[src/rtl/vreg_guard_pkg.sv]
package vreg_guard_pkg;

    typedef enum logic [2:0] {
        ST_OFF     = 3'd0,
        ST_SOFT    = 3'd1,
        ST_RUN     = 3'd2,
        ST_OV_TRIP = 3'd3,
        ST_UV_TRIP = 3'd4
    } guard_state_e;

    // synchronized flag vector positions
    localparam int FLAG_W   = 7;
    localparam int IDX_SUP  = 0;
    localparam int IDX_EN   = 1;
    localparam int IDX_OV   = 2;
    localparam int IDX_UV   = 3;
    localparam int IDX_PGLO = 4;
    localparam int IDX_PGHI = 5;
    localparam int IDX_HOT  = 6;

endpackage

[src/rtl/flag_sync.sv]
module flag_sync #(
    parameter int W      = 7,
    parameter int STAGES = 2
) (
    input  logic         clk,
    input  logic         rst_n,
    input  logic [W-1:0] d_async,
    output logic [W-1:0] q_sync
);
    localparam int LAST = STAGES - 1;

    for (genvar b = 0; b < W; b++) begin : g_bit
        logic [STAGES-1:0] chain;
        always_ff @(posedge clk or negedge rst_n) begin
            if (!rst_n) chain <= '0;
            else        chain <= {chain[STAGES-2:0], d_async[b]};
        end
        assign q_sync[b] = chain[LAST];
    end

endmodule

[src/rtl/persist_timer.sv]
module persist_timer #(
    parameter int LEN = 500
) (
    input  logic clk,
    input  logic rst_n,
    input  logic level,
    output logic expired
);
    localparam int CW = $clog2(LEN + 1);
    localparam logic [CW-1:0] TOP = CW'(LEN);

    logic [CW-1:0] cnt;

    always_ff @(posedge clk or negedge rst_n) begin
        if (!rst_n)           cnt <= '0;
        else if (!level)      cnt <= '0;
        else if (cnt != TOP)  cnt <= cnt + 1'b1;
    end

    assign expired = (cnt == TOP);


    cnt_bound_chk: assert property (@(posedge clk) disable iff (!rst_n)
        cnt <= TOP);


    cnt_clear_chk: assert property (@(posedge clk) disable iff (!rst_n)
        !level |=> cnt == '0);

endmodule

[src/rtl/pgood_filter.sv]
module pgood_filter #(
    parameter int HOLD = 250
) (
    input  logic clk,
    input  logic rst_n,
    input  logic run_ok,
    input  logic above_hi,
    input  logic below_lo,
    input  logic over_v,
    output logic pgood
);
    localparam int CW = $clog2(HOLD + 1);
    localparam logic [CW-1:0] LIM = CW'(HOLD - 1);

    logic          window_q;
    logic          pg_q;
    logic [CW-1:0] cnt;
    logic          cand;

    always_ff @(posedge clk or negedge rst_n) begin
        if (!rst_n)                   window_q <= 1'b0;
        else if (below_lo || over_v)  window_q <= 1'b0;
        else if (above_hi)            window_q <= 1'b1;
    end

    assign cand = run_ok && window_q;

    always_ff @(posedge clk or negedge rst_n) begin
        if (!rst_n) begin
            pg_q <= 1'b0;
            cnt  <= '0;
        end else if (!run_ok) begin
            pg_q <= 1'b0;
            cnt  <= '0;
        end else if (cand != pg_q) begin
            if (cnt == LIM) begin
                pg_q <= cand;
                cnt  <= '0;
            end else begin
                cnt <= cnt + 1'b1;
            end
        end else begin
            cnt <= '0;
        end
    end

    assign pgood = pg_q;


    pg_force_low_chk: assert property (@(posedge clk) disable iff (!rst_n)
        !run_ok |=> !pgood);


    pg_steady_chk: assert property (@(posedge clk) disable iff (!rst_n)
        (run_ok && cand == pg_q) |=> pgood == $past(pg_q));

endmodule

[src/rtl/vreg_guard.sv]
module vreg_guard
    import vreg_guard_pkg::*;
#(
    parameter int SS_CYCLES       = 90000,
    parameter int UV_BLANK_CYCLES = 450000,
    parameter int OV_CYCLES       = 500,
    parameter int PG_CYCLES       = 250,
    parameter int SYNC_STAGES     = 2
) (
    input  logic clk,
    input  logic rst_n,
    input  logic supply_ok,
    input  logic enable,
    input  logic ov_flag,
    input  logic uv_flag,
    input  logic pg_low_flag,
    input  logic pg_high_flag,
    input  logic thermal_flag,
    output logic gate_off,
    output logic ls_hold,
    output logic pgood,
    output logic ss_active,
    output logic ov_latched,
    output logic uv_latched
);

    logic [FLAG_W-1:0] raw_v, syn_v;
    logic sup_s, en_s, ov_s, uv_s, lo_s, hi_s, hot_s;

    always_comb begin
        raw_v           = '0;
        raw_v[IDX_SUP]  = supply_ok;
        raw_v[IDX_EN]   = enable;
        raw_v[IDX_OV]   = ov_flag;
        raw_v[IDX_UV]   = uv_flag;
        raw_v[IDX_PGLO] = pg_low_flag;
        raw_v[IDX_PGHI] = pg_high_flag;
        raw_v[IDX_HOT]  = thermal_flag;
    end

    flag_sync #(.W(FLAG_W), .STAGES(SYNC_STAGES)) u_sync (
        .clk     (clk),
        .rst_n   (rst_n),
        .d_async (raw_v),
        .q_sync  (syn_v)
    );

    assign sup_s = syn_v[IDX_SUP];
    assign en_s  = syn_v[IDX_EN];
    assign ov_s  = syn_v[IDX_OV];
    assign uv_s  = syn_v[IDX_UV];
    assign lo_s  = syn_v[IDX_PGLO];
    assign hi_s  = syn_v[IDX_PGHI];
    assign hot_s = syn_v[IDX_HOT];

    guard_state_e state_q, state_d;
    logic active, ss_done, blank_done, ov_hit, run_ok;

    assign active = (state_q == ST_SOFT) || (state_q == ST_RUN);
    assign run_ok = (state_q == ST_RUN);

    persist_timer #(.LEN(SS_CYCLES)) u_ss_tmr (
        .clk (clk), .rst_n (rst_n), .level (active), .expired (ss_done)
    );

    persist_timer #(.LEN(UV_BLANK_CYCLES)) u_blank_tmr (
        .clk (clk), .rst_n (rst_n), .level (active), .expired (blank_done)
    );

    persist_timer #(.LEN(OV_CYCLES)) u_ov_tmr (
        .clk (clk), .rst_n (rst_n), .level (active && ov_s), .expired (ov_hit)
    );

    pgood_filter #(.HOLD(PG_CYCLES)) u_pg (
        .clk      (clk),
        .rst_n    (rst_n),
        .run_ok   (run_ok),
        .above_hi (hi_s),
        .below_lo (lo_s),
        .over_v   (ov_s),
        .pgood    (pgood)
    );

    // next state
    always_comb begin
        state_d = state_q;
        if (!sup_s) begin
            state_d = ST_OFF;
        end else begin
            unique case (state_q)
                ST_OFF: begin
                    if (en_s) state_d = ST_SOFT;
                end
                ST_SOFT: begin
                    if (!en_s)                    state_d = ST_OFF;
                    else if (ov_hit)              state_d = ST_OV_TRIP;
                    else if (uv_s && blank_done)  state_d = ST_UV_TRIP;
                    else if (ss_done)             state_d = ST_RUN;
                end
                ST_RUN: begin
                    if (!en_s)                    state_d = ST_OFF;
                    else if (ov_hit)              state_d = ST_OV_TRIP;
                    else if (uv_s && blank_done)  state_d = ST_UV_TRIP;
                end
                ST_OV_TRIP, ST_UV_TRIP: begin
                    if (!en_s) state_d = ST_OFF;
                end
                default: state_d = ST_OFF;
            endcase
        end
    end

    // state register
    always_ff @(posedge clk or negedge rst_n) begin
        if (!rst_n) state_q <= ST_OFF;
        else        state_q <= state_d;
    end

    // outputs
    always_comb begin
        gate_off   = 1'b0;
        ls_hold    = 1'b0;
        ss_active  = 1'b0;
        ov_latched = 1'b0;
        uv_latched = 1'b0;
        unique case (state_q)
            ST_OFF:     gate_off = 1'b1;
            ST_SOFT:    ss_active = 1'b1;
            ST_RUN:     ;
            ST_OV_TRIP: begin
                ls_hold    = 1'b1;
                ov_latched = 1'b1;
            end
            ST_UV_TRIP: begin
                gate_off   = 1'b1;
                uv_latched = 1'b1;
            end
            default:    gate_off = 1'b1;
        endcase
        if (hot_s) begin
            gate_off = 1'b1;
            ls_hold  = 1'b0;
        end
    end


    off_on_loss_chk: assert property (@(posedge clk) disable iff (!rst_n)
        !sup_s |=> state_q == ST_OFF);


    soft_pg_low_chk: assert property (@(posedge clk) disable iff (!rst_n)
        state_q == ST_SOFT |-> !pgood);


    uv_blank_chk: assert property (@(posedge clk) disable iff (!rst_n)
        (active && !blank_done) |=> state_q != ST_UV_TRIP);


    ov_entry_chk: assert property (@(posedge clk) disable iff (!rst_n)
        $rose(state_q == ST_OV_TRIP) |-> $past(ov_hit));


    ov_hold_chk: assert property (@(posedge clk) disable iff (!rst_n)
        (state_q == ST_OV_TRIP && en_s && sup_s) |=> state_q == ST_OV_TRIP);


    ov_priority_chk: assert property (@(posedge clk) disable iff (!rst_n)
        (active && en_s && sup_s && ov_hit && uv_s && blank_done)
            |=> state_q == ST_OV_TRIP);

endmodule

[config.mk]
export PLATFORM = sky130hd
export DESIGN_NAME = vreg_guard
export DESIGN_NICKNAME = d
export VERILOG_FILES = /design/src/rtl/vreg_guard_pkg.sv /design/src/rtl/flag_sync.sv /design/src/rtl/persist_timer.sv /design/src/rtl/pgood_filter.sv /design/src/rtl/vreg_guard.sv
export SDC_FILE = /design/constraint.sdc
export NUM_CORES = 1
export LEC_CHECK = 0
export ABC_CLOCK_PERIOD_IN_PS = 2900
export BUFFER_PORTS_ARGS = -buffer_cell sky130_fd_sc_hd__buf_2
export CORE_MARGIN = 1
export CORE_UTILIZATION = 34
export CTS_BUF_LIST = sky130_fd_sc_hd__clkbuf_4
export DETAILED_ROUTE_END_ITERATION = 8
export REMOVE_ABC_BUFFERS = 1
export SKIP_CTS_REPAIR_TIMING = 1
export SLEW_MARGIN = 20
export SYNTH_ARGS = -nofsm -noshare
export SYNTH_HDL_FRONTEND = slang
export SYNTH_SLANG_ARGS = --single-unit
[constraint.sdc]
create_clock -name clk -period 2.9 [get_ports clk]
set_input_delay 0.87 -clock clk [delete_from_list [all_inputs] [get_ports clk]]
set_output_delay 0.87 -clock clk [all_outputs]
set_load 0.02 [all_outputs]
==> metrics.json <==
{
  "setup_path": {
    "critPathCapture": "gate_off",
    "rr_startpoint": "u_blank_tmr.cnt[9]$_DFFE_PN0P_",
    "critical_path_peak_fanout": 11,
    "worst-setup-path-type": "flop to output pin",
    "critical_path_start": "state_q[1]$_DFFE_PN0P_",
    "crit-reg2reg-capture": "state_q[2]$_DFFE_PN0P_",
    "crit_slowest_cell": "sky130_fd_sc_hd__dfrtp_1",
    "timing.critical_path.cells": "nor2_1 -> or3_1 -> buf_2",
    "rrSetupSlack_ps": 450,
    "cells_on_worst_reg2reg_path": 5,
    "critPathCaptureType": "output pin",
    "cp-start-kind": "flop",
    "cp.arrival_ps": 1600,
    "cp_slowest_stage_delay_ps": 580,
    "worst-endpoint-required_ps": 2030
  },
  "synthesis": {
    "postSynthAreaPerCell_um2": 9.93,
    "synth_largest_type_area_fraction_pct": 53.1,
    "synth_area_leaders": "sky130_fd_sc_hd__dfrtp_1, sky130_fd_sc_hd__nor2_1, sky130_fd_sc_hd__xnor2_1, sky130_fd_sc_hd__xor2_1, sky130_fd_sc_hd__ha_1",
    "synth-async-reset-ratio_pct": 100,
    "synth.lib_cells_used.distinct": 39,
    "synth-warning-count": 0,
    "syn-cell-area_um2": 3400,
    "synth_seq_area_share_pct": 53.1,
    "netlist_instances": 342,
    "synth_largest_area_cell": "sky130_fd_sc_hd__dfrtp_1",
    "synth_top_flop_cell": "sky130_fd_sc_hd__dfrtp_1",
    "postSynthRegisterBits": 72,
    "synth_edf_count": 0
  },
  "global_route": {
    "first_global_vias": 2228,
    "grt_start_max_net_pins": 73,
    "antenna_found_initial": 0,
    "globalRouteOverflowTotal": 0,
    "grt_util_all_layers_pct": 12.8,
    "grt_pass1_wl_mm": 10.4
  },
  "floorplanning": {
    "die_h_um": 102,
    "die_x_um": 102,
    "die-area_um2": 10400,
    "initial_cell_density_of_the_core_pct": 34.9,
    "floorplan.io_pins": 15,
    "fp-row-count": 36,
    "core-area_um2": 9730
  },
  "route": {
    "ant_nets": 0,
    "detailroute.via_count": 2349,
    "drc": 0,
    "drt_pre_antenna_iters": 4,
    "wl_per_cell_um": 12.0,
    "avgViaCountPerCell": 4.72,
    "drt_iter0_markers": 99,
    "routed_wirelength_mm": 5.98
  },
  "sta": {
    "final_min_period_over_clock_period_pct": 85.2,
    "timing_hold_violations_final": 0,
    "maxClockFrequency_mhz": 405,
    "rsz0062_at_grt": "false",
    "setup_viol_count_final": 0,
    "timing_worst_slew_pin_value_ps": 383,
    "post-route-min-period_ps": 2470,
    "slew_headroom_pct": 74.4,
    "report.final.slew_viol_count": 0,
    "fin_skew_ps": 17.3,
    "sum_neg_setup_slack_ps": 0
  },
  "cts": {
    "clock_path_buffers": 2,
    "htree_num_levels": 3,
    "cts_tree": "built",
    "cts_buffers": 9,
    "clock_root_buffer": "sky130_fd_sc_hd__clkbuf_4",
    "worst_skew_pair.late_latency_ps": 420,
    "clock-sinks": 72,
    "clk_pin_slew_worst_paths_ps": 140
  },
  "placement": {
    "io_buffers": 14,
    "placed_cell_area_um2": 3620,
    "detailedPlacementHpwl_mm": 4.08,
    "gpl.final_weighted_congestion": 0.844
  },
  "run": {
    "max-cap-violations": 0
  },
  "finish": {
    "final_instance_area_um2": 3750,
    "count_of_inserted_antenna_diode_cells": 0,
    "layout-drive-gt1-share_pct": 10.4,
    "area_growth_pct": 10.5,
    "design.final.nets": 377,
    "filler_cell_count": 985
  },
  "run_status": {
    "status": "complete, no violations"
  },
  "worst_hold_path": {
    "class_of_the_most_critical_hold_timing_path": "flop to flop",
    "whs_path_depth": 0,
    "worstHoldStart": "u_sync.g_bit[1].chain[0]$_DFF_PN0_"
  },
  "pwr": {
    "final_total_power_mw": 2.09,
    "worst_ir_drop_vdd_uv": 302,
    "cellPowerDensity_nw_per_um2": 557,
    "power_leakage_nw": 1.55
  }
}
## cell type report
| class | count | area, um^2 | area share, % |
|---|---|---|---|
| clock inverters | 7 | 62.6 | 1.67 |
| well taps | 133 | 166 | 4.44 |
| flip-flops and latches | 72 | 1800 | 48.0 |
| clock buffers | 9 | 67.6 | 1.80 |
| inverters | 16 | 60.1 | 1.60 |
| repair buffers | 16 | 97.6 | 2.60 |
| multi-input cells | 245 | 1500 | 39.9 |
## cell usage after synthesis, types with 2 or more instances
master and instances:
sky130_fd_sc_hd__dfrtp_1 72, sky130_fd_sc_hd__nor2_1 61, sky130_fd_sc_hd__nand2_1 22, sky130_fd_sc_hd__xnor2_1 21, sky130_fd_sc_hd__xor2_1 20, sky130_fd_sc_hd__nand3_1 18, sky130_fd_sc_hd__inv_1 16, sky130_fd_sc_hd__nor3_1 13
sky130_fd_sc_hd__nand4_1 11, sky130_fd_sc_hd__a21oi_1 10, sky130_fd_sc_hd__o21ai_0 9, sky130_fd_sc_hd__ha_1 8, sky130_fd_sc_hd__and3_1 7, sky130_fd_sc_hd__or3_1 7, sky130_fd_sc_hd__clkbuf_1 6, sky130_fd_sc_hd__and2_1 4
sky130_fd_sc_hd__and4_1 4, sky130_fd_sc_hd__mux2i_1 3, sky130_fd_sc_hd__nor4_1 3, sky130_fd_sc_hd__or2_2 3, sky130_fd_sc_hd__nand4b_1 2, sky130_fd_sc_hd__nor4bb_1 2, sky130_fd_sc_hd__o22ai_1 2, sky130_fd_sc_hd__or4_1 2
sky130_fd_sc_hd__or4b_4 2
## through the flow
stage | hold WS (ps) | instances | setup WS, ps | util [%]
finish | 364 | 498 | 430 | 38.6
global route | 371 | 498 | 296 | 38.6
CTS | 367 | 498 | 409 | 38.6
detailed placement | 335 | 482 | 471 | 37.2
global placement | 332 | 482 | 494 | 37.2
floorplan | 331 | 333 | 548 | -
## where the power goes
group          total [mW]  leakage, nW  internal, mW  switching, mW
sequential           1.11        0.969          1.05         0.0563
clock               0.583       0.0690         0.192          0.391
combinational       0.396        0.512         0.127          0.270
total                2.09         1.55          1.37          0.717
## cell families after synthesis
kind of cell             share of synthesized area [%]
flip-flops                                        53.1
AO/OA/AOI/OAI                                     4.75
adder cells (fa/ha/maj)                           2.95
multiplexers                                     0.884
AND/OR/NAND/NOR                                   24.9
XOR/XNOR                                          10.6
buffers and inverters                             2.91
## per-layer routing
metal | track usage [%] | share of wire, % | wire length, um | vias to the layer above
met1 | 17.2 | 49 | 2950 | 1116
met5 | 0 | 0 | 0 | -
met2 | 19.7 | 47 | 2800 | 20
met4 | 4.29 | 1.2 | 73 | 0
li1 | - | - | - | 1207
met3 | 3.90 | 2.6 | 156 | 6
## worst max-delay path: cells and delay by family, from the launching register on
family                 cells  cell delay [ps]
buffers and inverters      1              170
and+or+nand+nor            2              450
DFF                        1              580
## worst min-delay path by stage
stage	slack, ps	endpoint
floorplan	330	u_sync.g_bit[0].chain[1]$_DFF_PN0_
global placement	330	u_sync.g_bit[3].chain[1]$_DFF_PN0_
detailed placement	330	u_sync.g_bit[1].chain[1]$_DFF_PN0_
CTS	370	u_sync.g_bit[1].chain[1]$_DFF_PN0_
global route	370	u_sync.g_bit[5].chain[1]$_DFF_PN0_
finish	360	u_sync.g_bit[1].chain[1]$_DFF_PN0_
## cells in the final DEF, fill, tap and decap left out, drive strengths merged, types with 7 or more instances in the layout
cell | netlist | routed
nor2 | 61 | 61
ha | 8 | 8
dfrtp | 72 | 72
nand4 | 11 | 11
nand3 | 18 | 18
o21ai | 9 | 9
nand2 | 22 | 22
xor2 | 20 | 20
or3 | 8 | 8
clkbuf | 6 | 9
nor3 | 13 | 13
xnor2 | 21 | 21
a21oi | 10 | 10
and3 | 7 | 7
inv | 16 | 19
buf | 3 | 16
## sequential cells by signal, summed over array words and instances, names as in the netlist
signal	count
u_pg.pgood	1
u_pg.window_q	1
u_ov_tmr.cnt	9
u_sync.g_bit.chain	14
state_q	3
u_pg.cnt	8
u_blank_tmr.cnt	19
u_ss_tmr.cnt	17
Power figures use the tool's default switching activity.
